==> src/rtl/pwm_drive_pkg.sv <==
// Shared widths and types for the PWM capture drive.
// Assumes an 8-bit strength whose full scale is 255.
package pwm_drive_pkg;
    localparam int STRENGTH_W   = 8;
    localparam int STRENGTH_MAX = (1 << STRENGTH_W) - 1;
    typedef logic [STRENGTH_W-1:0] strength_t;
endpackage

==> src/rtl/pwm_in_sync.sv <==
// Two-flop synchroniser followed by a rising-edge detector.
// Assumes pwm_async may change at any time relative to clk.
module pwm_in_sync (
    input  logic clk,
    input  logic rst_n,
    input  logic pwm_async,
    output logic level,
    output logic rise
);
    logic meta_q, sync_q, prev_q;

    // Resynchronise the input and keep one cycle of history for edge detection.
    always_ff @(posedge clk) begin
        if (!rst_n) begin
            meta_q <= 1'b0;
            sync_q <= 1'b0;
            prev_q <= 1'b0;
        end else begin
            meta_q <= pwm_async;
            sync_q <= meta_q;
            prev_q <= sync_q;
        end
    end

    assign level = sync_q;
    assign rise  = sync_q & ~prev_q;
endmodule

==> src/rtl/pwm_duty_meter.sv <==
// Counts total and high clocks between rising edges. On each edge it scales
// the high/total ratio of the finished period to a strength value.
// Assumes TIMEOUT fits in CNT_W bits. Counters saturate at TIMEOUT.
module pwm_duty_meter
    import pwm_drive_pkg::*;
#(
    parameter int CNT_W   = 16,
    parameter int TIMEOUT = 50000
) (
    input  logic      clk,
    input  logic      rst_n,
    input  logic      level,
    input  logic      rise,
    output strength_t duty
);
    localparam int            PROD_W = CNT_W + STRENGTH_W;
    localparam logic [CNT_W-1:0] TO_C = CNT_W'(TIMEOUT);

    logic [CNT_W-1:0] period_cnt, high_cnt;
    logic             valid_q;
    logic [PROD_W-1:0] num, den;
    strength_t        ratio;

    // Scale high/total of the period that ends at this edge.
    always_comb begin
        num   = PROD_W'(high_cnt) * PROD_W'(STRENGTH_MAX);
        den   = (period_cnt == '0) ? PROD_W'(1) : PROD_W'(period_cnt);
        ratio = STRENGTH_W'(num / den);
    end

    // Period and high-time counting, result latch and timeout handling.
    always_ff @(posedge clk) begin
        if (!rst_n) begin
            period_cnt <= '0;
            high_cnt   <= '0;
            valid_q    <= 1'b0;
            duty       <= '0;
        end else if (rise) begin
            period_cnt <= CNT_W'(1);
            high_cnt   <= CNT_W'(1);
            valid_q    <= 1'b1;
            if (valid_q) duty <= ratio;
        end else if (period_cnt == TO_C) begin
            valid_q <= 1'b0;
            duty    <= '0;
        end else begin
            period_cnt <= period_cnt + CNT_W'(1);
            high_cnt   <= high_cnt + CNT_W'(level);
        end
    end

    assert_high_le_period_R3: assert property (@(posedge clk) disable iff (!rst_n)
        high_cnt <= period_cnt);
    assert_timeout_zero_R6: assert property (@(posedge clk) disable iff (!rst_n)
        (!rise && period_cnt == TO_C) |=> (duty == '0));
    assert_no_period_hold_R5: assert property (@(posedge clk) disable iff (!rst_n)
        (!valid_q && $past(rst_n)) |-> (duty == '0));
endmodule

==> src/rtl/pwm_polarity_div.sv <==
// Toggles a polarity flag once every HALF_EDGES rising edges, which divides
// the input frequency by 2*HALF_EDGES. Assumes HALF_EDGES >= 1.
// Flag and count are cleared whenever run is low.
module pwm_polarity_div #(
    parameter int HALF_EDGES = 64
) (
    input  logic clk,
    input  logic rst_n,
    input  logic run,
    input  logic rise,
    output logic pol
);
    localparam int            EW   = $clog2(HALF_EDGES + 1);
    localparam logic [EW-1:0] LAST = EW'(HALF_EDGES - 1);

    logic [EW-1:0] edge_cnt;

    // Count rising edges and invert the polarity at the end of each half cycle.
    always_ff @(posedge clk) begin
        if (!rst_n || !run) begin
            edge_cnt <= '0;
            pol      <= 1'b0;
        end else if (rise) begin
            if (edge_cnt == LAST) begin
                edge_cnt <= '0;
                pol      <= ~pol;
            end else begin
                edge_cnt <= edge_cnt + EW'(1);
            end
        end
    end

    assert_pol_idle_R8: assert property (@(posedge clk) disable iff (!rst_n)
        !run |=> !pol);
    assert_pol_only_on_edge_R7: assert property (@(posedge clk) disable iff (!rst_n)
        (run && !rise) |=> ($stable(pol) || !pol));
endmodule

==> src/rtl/pwm_drive_capture.sv <==
// Top level: captures the PWM duty as a drive strength and, in open-loop
// mode, produces a polarity signal at the PWM frequency divided by 128.
// Assumes a synchronous active-low reset. All control inputs are synchronous to clk.
module pwm_drive_capture
    import pwm_drive_pkg::*;
#(
    parameter int CNT_W      = 16,
    parameter int TIMEOUT    = 50000,
    parameter int HALF_EDGES = 64
) (
    input  logic                  clk,
    input  logic                  rst_n,
    input  logic                  pwm_in,
    input  logic                  pwm_mode_en,
    input  logic                  standby,
    input  logic                  open_loop,
    output logic [STRENGTH_W-1:0] drive_strength,
    output logic                  drive_polarity,
    output logic                  drive_active
);
    logic      level, rise, active_q, pol;
    strength_t duty;

    pwm_in_sync u_sync (
        .clk(clk), .rst_n(rst_n), .pwm_async(pwm_in), .level(level), .rise(rise)
    );

    pwm_duty_meter #(.CNT_W(CNT_W), .TIMEOUT(TIMEOUT)) u_meter (
        .clk(clk), .rst_n(rst_n), .level(level), .rise(rise), .duty(duty)
    );

    pwm_polarity_div #(.HALF_EDGES(HALF_EDGES)) u_div (
        .clk(clk), .rst_n(rst_n), .run(open_loop && active_q), .rise(rise), .pol(pol)
    );

    // Register the drive-enable condition from mode and standby.
    always_ff @(posedge clk) begin
        if (!rst_n) active_q <= 1'b0;
        else        active_q <= pwm_mode_en && !standby;
    end

    assign drive_active   = active_q;
    assign drive_strength = active_q ? duty : '0;
    assign drive_polarity = pol;

    assert_enable_follows_R2: assert property (@(posedge clk) disable iff (!rst_n)
        (pwm_mode_en && !standby) |=> drive_active);
    assert_disable_follows_R2: assert property (@(posedge clk) disable iff (!rst_n)
        !(pwm_mode_en && !standby) |=> !drive_active);
    assert_idle_zero_R4: assert property (@(posedge clk) disable iff (!rst_n)
        (!pwm_mode_en || standby) |=> (drive_strength == '0));
    assert_reset_clear_R1: assert property (@(posedge clk)
        !rst_n |=> (drive_strength == '0 && !drive_polarity && !drive_active));
endmodule

==> config.mk <==
export PLATFORM = sky130hd
export DESIGN_NAME = pwm_drive_capture
export DESIGN_NICKNAME = d
export VERILOG_FILES = /design/src/rtl/pwm_drive_pkg.sv /design/src/rtl/pwm_in_sync.sv /design/src/rtl/pwm_duty_meter.sv /design/src/rtl/pwm_polarity_div.sv /design/src/rtl/pwm_drive_capture.sv
export SDC_FILE = /design/constraint.sdc
export NUM_CORES = 1
export LEC_CHECK = 0
export BUFFER_PORTS_ARGS = -buffer_cell sky130_fd_sc_hd__buf_2
export CAP_MARGIN = 20
export CORE_MARGIN = 8
export CORE_UTILIZATION = 30
export DETAILED_ROUTE_END_ITERATION = 16
export SLEW_MARGIN = 20
export SYNTH_ARGS = -nofsm -noshare
export SYNTH_HDL_FRONTEND = slang
export SYNTH_HIERARCHICAL = 1
export SYNTH_SLANG_ARGS = --single-unit
==> constraint.sdc <==
create_clock -name clk -period 72.4 [get_ports clk]
set_clock_uncertainty 0.05 [all_clocks]
set_input_delay 14.48 -clock clk [delete_from_list [all_inputs] [get_ports clk]]
set_output_delay 14.48 -clock clk [all_outputs]
set_load 0.02 [all_outputs]
## Word level (Yosys, flattened, before mapping)

Cells that the tools add are included.

| word-level totals | value |
|---|---|
| flip-flop bits (word level) | 53 |
| bits of input ports | 6 |
| output and inout port bits | 10 |
| word-level logic and storage cells | 48 |

| cells by class | value |
|---|---|
| add/subtract/negate cells | 3 |
| $mul | 1 |
| div/mod/pow operators | 1 |
| eq/ne operators | 4 |
| multiplexer cells | 12 |
| bitwise logic cells | 4 |
| reduce and logical (&&, ||, !) cells | 11 |

Operator list:

| kind | number |
|---|---|
| 8-bit 2-to-1 mux | 4 |
| 24-bit by 24-bit divider with 24-bit output | 1 |
| 16-bit by 8-bit multiplier with 24-bit output (second input constant) | 1 |
| 16-bit by 1-bit adder with 16-bit output | 1 |
| 16-bit by 1-bit adder with 16-bit output (second input constant) | 1 |
| 16-bit equality test (second input constant) | 1 |
| 16-bit zero test | 1 |
| 16-bit 2-to-1 mux | 1 |
| 7-bit by 1-bit adder with 7-bit output (second input constant) | 1 |
| 7-bit by 6-bit equality test with 1-bit output (second input constant) | 1 |
| 7-bit 2-to-1 mux | 1 |
| 1-bit 2-to-1 mux | 6 |
| 2-bit AND reduction | 2 |
| 1-bit zero test | 3 |
| 1-bit inverter | 3 |
| 1-bit logical AND | 2 |
| 2-bit by 1-bit inequality test with 1-bit output (second input constant) | 1 |
| 2-bit inequality test (second input constant) | 1 |
| 2-bit nonzero test | 1 |
| 2-bit OR reduction | 1 |
| 1-bit bitwise AND | 1 |
| 1-bit logical OR | 1 |

## Depth between registers and ports, before layout

Gate-level depths: netlist of run 1.

| depth | value |
|---|---|
| depth in word-level cells | 5 |
| gate-level depth with buffers | 279 |
| mapped depth without buffers | 260 |

## Cells and area by module

The synthesis of run 1 kept the hierarchy.

By module, submodules not included:

| module | instances | cells each | area an instance (sq um) | seq. area each (sq um) |
|---|---|---|---|---|
| pwm_duty_meter | 1 | 2,622 | 19,593.8 | 820.8 |
| pwm_polarity_div | 1 | 42 | 374.1 | 160.2 |
| pwm_in_sync | 1 | 7 | 92.6 | 60.1 |
| pwm_drive_capture | 1 | 11 | 85.1 | 20.0 |

## Worst setup path before layout of run 1

Ideal clock, no wire load.

| timing path | value |
|---|---|
| path type | register to register |
| start | register u_meter.high_cnt[4] |
| end | register u_meter.duty[0] |
| setup time | 0.129 ns |
| data arrival time | 54.824 ns |
| data required time | 72.221 ns |
| path slack | 17.397 ns |
| stages on the path, launching flop included | 255 |
| clock period less this slack | 55.003 ns |
| cells stage by stage | dfxtp_1 > inv_1 > fa_1 > fa_1 > inv_1 > fa_1 > inv_1 > fa_1 > inv_1 > ha_1 > inv_2 > o41ai_2 > o2111ai_1 > a211oi_2 > mux2_1 > nor2_1 > inv_1 > ha_1 > [... 219 more ...] > buf_2 > mux2i_1 > ha_1 > a21oi_1 > nor2b_1 > o21ai_0 > nand2b_1 > a21oi_1 > nor2b_1 > o21ai_0 > nand2b_1 > a21oi_1 > nor3_1 > a2111oi_0 > o211ai_1 > o21bai_1 > o21ai_1 > o211ai_2 |

| between the ends | value |
|---|---|
| longest elaborated chain between the ends | 4 |

RTL lines:

| item | line | text |
|---|---|---|
| start, declared | pwm_duty_meter.sv:19 | `logic [CNT_W-1:0] period_cnt, high_cnt;` |
| start signal, assigned | pwm_duty_meter.sv:48 | `high_cnt <= high_cnt + CNT_W'(level);` |
| 16-bit by 8-bit multiplier with 24-bit output | pwm_duty_meter.sv:26 | `num = PROD_W'(high_cnt) * PROD_W'(STRENGTH_MAX);` |
| 24-bit by 24-bit divider with 24-bit output | pwm_duty_meter.sv:28 | `ratio = STRENGTH_W'(num / den);` |
| 8-bit 2-to-1 mux | pwm_duty_meter.sv:42 | `if (valid_q) duty <= ratio;` |
| 8-bit 2-to-1 mux | pwm_duty_meter.sv:38 | `end else if (rise) begin` |
| end signal, assigned | pwm_duty_meter.sv:42 |  |
| end, declared | pwm_duty_meter.sv:14 | `output strength_t duty` |

No other way between the ends. The select of a mux whose other input is x is not followed.
A chain may end at the register's enable or synchronous reset.

## Final worst setup path of run 1

| timing path | value |
|---|---|
| start | register u_meter.high_cnt[5] |
| end | register u_meter.duty[0] |

The elaborated chain is that of the path after synthesis.

==> results.txt, run 1 <==
Status -> finished, final reports clean
Top post-synthesis cells by area -> ha_1, fa_1, xnor2_1, dfxtp_1, nor2_1
Routed WL -> 59.7 mm
# fillers -> 7132
Fin. Hold Viols -> 0
Area of the multi-input gates -> 18100 µm²
N_diodes -> 0
Die area -> 75700 µm²
Most numerous cell in the Yosys netlist -> ha_1
Reg area -> 1060 µm²
TNS Setup -> 0 ps
Initial antenna violation count -> 0
EDFF count, synth -> 0
Start point of the critical path -> u_meter/high_cnt[5]$_SDFFE_PP0N_
Routed via count -> 19400
Largest net degree at the start of global routing -> 32
Detail Placement HPWL -> 47.9 mm
Reg2reg path depth -> 245
Remaining Overflow, GRT -> 0
I/O Pins -> 16
CTS tree -> built
Warnings, synthesis -> 6
Vias in the first global route -> 18200
Critical path endpoint category -> register
Seq/Total Area, Yosys -> 5.27%
CP top delay family -> compound AO/OA/AOI/OAI gates
Initial Util -> 30.2%
Maximum root-to-sink buffer count -> 2
Startpoint types -> register
First-pass GRT wire length -> 95.7 mm
Max cap viols -> 0
Fmax -> 0.0162 GHz
Mapped cell area -> 20100 µm²
Ys flop type -> dfxtp_1
Row count -> 95
Layout Nets -> 3076
Max stage delay on crit path -> 980 ps
CTS clk-pin slew, worst paths -> 80 ps
Sink Count -> 53
Post-synth top area cell -> ha_1
Distinct cells, synth -> 114
Post-CTS setup buffer count -> 0
Hold WC Path Type -> reg2reg
Slew Viols, Final -> 0
Post_cts resized -> 0
Rel. slew slack -> 27.8%
R2R Setup Slk -> 10510 ps
Post-DRT Antenna Nets -> 0
Worst reg2reg endpoint -> u_meter/duty[0]$_SDFFE_PN0P_
Critical path depth -> 245
Share of post-route cells with drive strength above 1 -> 8.11%
Die Height -> 275 µm
WL per Instance -> 16.8 µm
Yosys reg bits -> 53
Syn_nets -> 3083
Post-synth top cells -> ha_1, nor2_1, nand2_1
Clock latency at the later pin of the worst-skew pair -> 310 ps
RSZ-0062 raised after global routing -> no
Hold Buf Count CTS -> 0
Setup crit end -> u_meter/duty[0]$_SDFFE_PN0P_
Vias per inst -> 5.48
Slowest-stage cell, CP -> o41ai_4
WP data required -> 72540 ps
Final Cycle Share -> 85.5%
Root Buffer -> clkbuf_16
Synthesis-to-layout area growth -> 6.32%
Core area -> 66800 µm²
CTS HTree Levels -> 2
CP dominant cell by count -> ha_1
I/O Buffers -> 15
Post-layout min period -> 61890 ps
RePlAce Congestion -> 0.924
WP buf/inv -> 16
Post-route DRC violation count -> 0
RR Startpoint -> u_meter/high_cnt[5]$_SDFFE_PP0N_
WS Path Type -> reg2reg
Data arrival, critical path -> 62030 ps
Ys async rst share -> 0%
Die Span X -> 275 µm
Mapped Cells -> 2682
GRT Resource Usage Total -> 15.2%
Avg Inst Size Synth -> 7.51 µm²
Synth top area share -> 20.2%
Worst slew pin tran -> 1080 ps
DR pass1 iterations -> 6
CP Max Fanout -> 31
Final setup vio count -> 0
DR iter-0 viols -> 1309
CTS Buf Count -> 5
==> cells in the final DEF (no fill, tap or decap), types with 29 or more instances in the layout <==
cell type / instances
inv_1: 183
nor3_1: 83
nand3_1: 55
o211ai_1: 34
a21o_1: 63
nand2_1: 255
ha_1: 325
o31ai_1: 37
dfxtp_1: 53
and2_1: 43
or3_1: 29
mux2_2: 77
nand4_1: 31
a21oi_1: 185
o21ai_0: 125
xor2_1: 55
nand2b_1: 32
o21a_1: 94
nor2_1: 264
xnor2_1: 125
fa_1: 70
nor2b_1: 29
==> layer usage <==
layer | up-vias | GRT usage [%] | part of all wire [%]
li1 | 9828 | - | -
met1 | 9076 | 21.0 | 48
met2 | 462 | 25.5 | 45
met3 | 71 | 1.30 | 4.8
met4 | 0 | 3.44 | 2.2
met5 | - | 0 | 0
==> how the worst min path moves through the flow <==
stage | start | to | slack (ps) | depth (start not counted)
after floorplan | u_sync/meta_q$_SDFF_PN0_ | u_sync/level$_SDFF_PN0_ | 360 | 1
after global placement | u_sync/meta_q$_SDFF_PN0_ | u_sync/level$_SDFF_PN0_ | 360 | 1
after detailed placement | u_sync/meta_q$_SDFF_PN0_ | u_sync/level$_SDFF_PN0_ | 370 | 1
after CTS | u_sync/meta_q$_SDFF_PN0_ | u_sync/level$_SDFF_PN0_ | 390 | 1
after global routing | u_sync/meta_q$_SDFF_PN0_ | u_sync/level$_SDFF_PN0_ | 440 | 1
final | u_sync/meta_q$_SDFF_PN0_ | u_sync/level$_SDFF_PN0_ | 380 | 1
==> per-stage QoR <==
stage	worst slack, ps	cells	utilization, %	instance area (µm²)	hold WS (ps)
detailed placement	11420	3541	31.8	21300	371
floorplan	17400	2682	-	20100	356
finish	10510	3549	32.1	21400	384
global placement	12060	3541	31.8	21300	362
CTS	11180	3549	32.1	21400	387
global route	5940	3549	32.1	21400	437
==> state kept, by name (all words and copies together), names as in the netlist <==
signal              cells
u_sync/level            1
u_sync/meta_q           1
u_meter/duty            8
u_meter/high_cnt       16
u_div/edge_cnt          7
u_sync/prev_q           1
u_meter/valid_q         1
u_div/pol               1
drive_active            1
u_meter/period_cnt     16
==> area by class of cell <==
cell class | count | area share [%]
multi-input combinational | 2386 | 84.7
clock inverter | 3 | 0.0993
sequential | 53 | 4.95
inverter | 187 | 3.28
clock buffer | 5 | 0.584
timing repair buffer | 42 | 1.30
tap | 873 | 5.10
==> kinds of logic after synthesis <==
group / synth area share (%)
adder cells (fa/ha/maj): 27.1
AO/OA/AOI/OAI: 26.7
multiplexers: 5.53
AND/OR/NAND/NOR: 22.8
buffers and inverters: 4.78
flip-flops: 5.27
XOR/XNOR: 7.83
Power of run 1 is left out: the tool's default activity adds up to more than one toggle a clock period on the data nets, which glitch-free logic cannot reach.
==> run 2: changes to the inputs <==
Settings changed: ABC_AREA set to 1, BUFFER_PORTS_ARGS -buffer_cell sky130_fd_sc_hd__buf_2 to -buffer_cell sky130_fd_sc_hd__buf_4.
==> run 2 against run 1 <==
Net effect: critical path depth is 218 higher; maximum frequency is 4.2% lower; synthesized cell count grew 7.4%; highest routed layer unchanged.
==> results.txt, run 2 <==
Total placed cells including tap cells -> 3658
Rel. slew slack -> 41.3%
Detail Placement HPWL -> 36.2 mm
Largest net degree at the start of global routing -> 31
I/O Buffers -> 15
Fmax -> 0.0155 GHz
Die Span X -> 264 µm
Synth top area share -> 22.0%
Die Height -> 264 µm
Max cap viols -> 0
Post-route core utilization -> 32.6%
Post-synth top area cell -> ha_1
Die area -> 69800 µm²
Sink Count -> 53
CP Max Fanout -> 22
Post-DRT Antenna Nets -> 0
Regs by FF count -> u_meter/high_cnt x16, u_meter/period_cnt x16, u_meter/duty x8
N_diodes -> 0
Commonest non-fill, non-tap cell in the layout -> nand2_1
Max stage delay on crit path -> 570 ps
Ys async rst share -> 0%
Row count -> 91
Layout Nets -> 3302
Routed WL -> 42.7 mm
WP data required -> 72540 ps
WL per Instance -> 11.6 µm
Final Cycle Share -> 89.2%
Data arrival, critical path -> 64740 ps
Slew Viols, Final -> 0
Seq/Total Area, Yosys -> 5.74%
Maximum root-to-sink buffer count -> 2
CTS clk-pin slew, worst paths -> 80 ps
DR pass1 iterations -> 5
Commonest cells after routing, fill and taps aside -> nand2_1, inv_1, ha_1
Most numerous cell in the Yosys netlist -> nand2_1
Avg Inst Size Synth -> 6.42 µm²
GRT Resource Usage Total -> 11.9%
Initial antenna violation count -> 0
I/O Pins -> 16
Synthesis-to-layout area growth -> 8.02%
Ys flop type -> dfxtp_1
Share of post-route cells with drive strength above 1 -> 8.17%
Critical path endpoint category -> register
Final setup vio count -> 0
DR iter-0 viols -> 607
Post-route DRC violation count -> 0
Warnings, synthesis -> 6
Layout Cells excl Fill -> 3692
Mapped Cells -> 2880
Yosys reg bits -> 53
Vias per inst -> 4.61
Fin. Hold Viols -> 0
WS Path Type -> reg2reg
CTS tree -> built
Slowest-stage cell, CP -> fa_1
Post-layout min period -> 64600 ps
Vias in the first global route -> 15800
Root Buffer -> clkbuf_16
Clock latency at the later pin of the worst-skew pair -> 320 ps
Distinct cells, synth -> 58
Remaining Overflow, GRT -> 0
CTS HTree Levels -> 2
Worst slew pin tran -> 879 ps
EDFF count, synth -> 0
Startpoint types -> register
TNS Setup -> 0 ps
Routed via count -> 17000
Top post-synthesis cells by area -> ha_1, nand2_1, inv_1, fa_1, dfxtp_1
Status -> finished, final reports clean
First-pass GRT wire length -> 73.0 mm
Core area -> 61300 µm²
RePlAce Congestion -> 0.828
CTS Buf Count -> 5
Hold Buf Count CTS -> 0
Hold WC Path Type -> reg2reg
Initial Util -> 30.2%
Syn_nets -> 3281
Post-synth top cells -> nand2_1, inv_1, ha_1
Mapped cell area -> 18500 µm²
CP dominant cell by count -> nand2_1
run 2: cell types whose count changed after synthesis, moves of 59 or more:
| cell | change |
|---|---|
| mux2_2 | -77 |
| nand3_1 | +73 |
| o21a_1 | -90 |
| nand2_1 | +457 |
| inv_1 | +303 |
| nor3_1 | -59 |
| nor2_1 | -125 |
run 2: path summary, 6_finish.rpt:
path	depth (start not counted)	slack, ps	end	startpoint
min	2	370	u_sync/level$_SDFF_PN0_	u_sync/meta_q$_SDFF_PN0_
max	463	7800	u_meter/duty[0]$_SDFFE_PN0P_	u_meter/high_cnt[5]$_SDFFE_PP0N_
min reg2reg	2	370	u_sync/level$_SDFF_PN0_	u_sync/meta_q$_SDFF_PN0_
max reg2reg	463	7800	u_meter/duty[0]$_SDFFE_PN0P_	u_meter/high_cnt[5]$_SDFFE_PP0N_
run 2: area by class of cell:
| cell class | instances | area [µm²] |
|---|---|---|
| flip-flops and latches | 53 | 1060 |
| clock inverters | 3 | 28.8 |
| inverters | 532 | 2050 |
| clock buffers | 5 | 125 |
| repair buffers | 48 | 364 |
| fillers | 6756 | 41300 |
| multi-input cells | 2259 | 15300 |
| well taps | 790 | 988 |
| repair inverters | 2 | 10.0 |
run 2: kinds of logic after synthesis:
| kind of cell | share of synthesized area [%] |
|---|---|
| adders and majority gates | 29.6 |
| buffers and inverters | 11.8 |
| xor gates and xnor gates | 8.63 |
| and+or+nand+nor | 28.0 |
| AOI/OAI and AO/OA | 16.2 |
| DFF | 5.74 |
run 2: worst max-delay path, delay by kind of cell (launching register included):
| family | cells | cell delay (ps) |
|---|---|---|
| buffers and inverters | 87 | 6590 |
| AND/OR/NAND/NOR | 157 | 16160 |
| flip-flops | 1 | 410 |
| adder cells (fa/ha/maj) | 29 | 9780 |
| AO/OA/AOI/OAI | 190 | 31330 |
run 2: layer usage:
layer,wire length (µm),vias up,GRT usage [%]
li1,-,9333,-
met1,21800,7567,15.9
met2,19800,105,21.3
met3,644,26,0.669
met4,471,0,1.86
met5,0,-,0
run 2: through the flow:
step / setup slack (ps) / hold slack [ps] / instance area, µm²
2_1_floorplan: 10760 / 336 / 18500
3_3_place_gp: 4250 / 356 / 19500
3_5_place_dp: 3680 / 355 / 19500
4_1_cts: 3310 / 371 / 19600
5_1_grt: -53.1 / 386 / 20000
6_report: 7800 / 367 / 20000
run 2: timing repair:
action | 4_1_cts | 5_1_grt
buffers inserted | 0 | 23
setup endpoints to repair | 0 | 2
resized for setup | 0 | 49
Power of run 2 is left out for the same reason.
==> run 3: changes to the inputs <==
Settings changed: CORE_UTILIZATION 30 to 60, PLACE_DENSITY set to 0.76.
==> run 3 against run 2 <==
Net effect: critical endpoint unchanged; highest routed layer unchanged; via count up 4.2%; worst hold slack lost 7.4 ps; maximum frequency is 0.84% lower; global-route usage is 11 points higher.
==> results.txt, run 3 (synthesized netlist as in run 2, its figures left out) <==
Status -> finished, final reports clean
Hold path cells -> 2
I/O Buffers -> 15
Hold WC Path Type -> reg2reg
Routed via count -> 17700
Slew Viols, Final -> 0
CTS Buf Count -> 5
N_diodes -> 0
First-pass GRT wire length -> 73.7 mm
Detail Placement HPWL -> 35.3 mm
Startpoint types -> register
Remaining Overflow, GRT -> 0
CTS tree -> built
CP Max Fanout -> 22
Vias in the first global route -> 16800
WL per Instance -> 12.9 µm
Regs by FF count -> u_meter/high_cnt x16, u_meter/period_cnt x16, u_meter/duty x8
Fmax -> 0.0153 GHz
CTS clk-pin slew, worst paths -> 70 ps
Worst slew pin tran -> 983 ps
CP dominant cell by count -> nand2_1
Die Height -> 192 µm
Place WS -> 3310 ps
Layout Nets -> 3305
Sink Count -> 53
Routed WL -> 42.5 mm
Clock latency at the later pin of the worst-skew pair -> 310 ps
RePlAce Congestion -> 0.909
Final WS setup -> 7250 ps
Final setup vio count -> 0
Post-layout min period -> 65150 ps
Post-route DRC violation count -> 0
Core area -> 30400 µm²
Root Buffer -> clkbuf_16
Largest net degree at the start of global routing -> 31
DR pass1 iterations -> 5
Initial Util -> 60.7%
WP data required -> 72530 ps
Row count -> 64
Max cap viols -> 0
Rel. slew slack -> 34.4%
Final hold slack -> 359 ps
Initial antenna violation count -> 0
Reg2reg path depth -> 459
Critical path endpoint category -> register
Vias per inst -> 5.38
Commonest non-fill, non-tap cell in the layout -> nand2_1
Die area -> 36700 µm²
Max stage delay on crit path -> 570 ps
Post-DRT Antenna Nets -> 0
CTS HTree Levels -> 2
Maximum root-to-sink buffer count -> 2
Slowest-stage cell, CP -> fa_1
Share of post-route cells with drive strength above 1 -> 8.23%
DR iter-0 viols -> 858
GRT Resource Usage Total -> 23.3%
WS Path Type -> reg2reg
Die Span X -> 192 µm
Synthesis-to-layout area growth -> 5.51%
I/O Pins -> 16
Final Cycle Share -> 90.0%
Fin. Hold Viols -> 0
Commonest cells after routing, fill and taps aside -> nand2_1, inv_1, ha_1
Data arrival, critical path -> 65280 ps
[run 3: final cells by class]
cell class | instances | area (µm²)
Timing Repair Buffer | 49 | 380
Clock buffer | 5 | 125
Inverter | 532 | 2040
Fill cell | 2862 | 10900
Multi-Input combinational cell | 2260 | 15400
Timing Repair inverter | 3 | 15.0
Sequential cell | 53 | 1060
Clock inverter | 3 | 26.3
Tap cell | 396 | 495
[run 3: routing by layer]
layer | GRT usage [%] | part of all wire, %
met2 | 42.6 | 49
met1 | 29.0 | 45
met4 | 6.01 | 2.7
met3 | 1.75 | 2.9
met5 | 0 | 0
[run 3: path summary, 6_finish.rpt]
check                                    from                           end  slack, ps
max          u_meter/high_cnt[5]$_SDFFE_PP0N_  u_meter/duty[0]$_SDFFE_PN0P_       7250
min reg2reg          u_sync/meta_q$_SDFF_PN0_       u_sync/level$_SDFF_PN0_        360
max reg2reg  u_meter/high_cnt[5]$_SDFFE_PP0N_  u_meter/duty[0]$_SDFFE_PN0P_       7250
min                  u_sync/meta_q$_SDFF_PN0_       u_sync/level$_SDFF_PN0_        360
[run 3: stage by stage]
| stage | TNS, ps | instance area, µm² | instances | util, % |
|---|---|---|---|---|
| after global placement | 0 | 19000 | 3263 | 62.4 |
| after detailed placement | 0 | 19000 | 3263 | 62.4 |
| after floorplan | 0 | 18500 | 2880 | - |
| final | 0 | 19500 | 3301 | 64.1 |
| after CTS | 0 | 19100 | 3271 | 62.9 |
| after global routing | -225 | 19500 | 3301 | 64.1 |
[run 3: timing repair]
action / 4_1_cts / 5_1_grt
endpoints found under the setup margin: 0 / 3
hold buffers: 0 / 0
resized for setup: 0 / 47
setup buffers: 0 / 25
[run 3: worst max-delay path: cells and delay by family, from the launching register on]
kind | cells | cell delay (ps)
AO/OA/AOI/OAI | 188 | 31190
adder cells (fa/ha/maj) | 29 | 9790
buffers and inverters | 85 | 6830
flip-flops | 1 | 420
AND/OR/NAND/NOR | 157 | 16640
Power of run 3 is left out for the same reason.
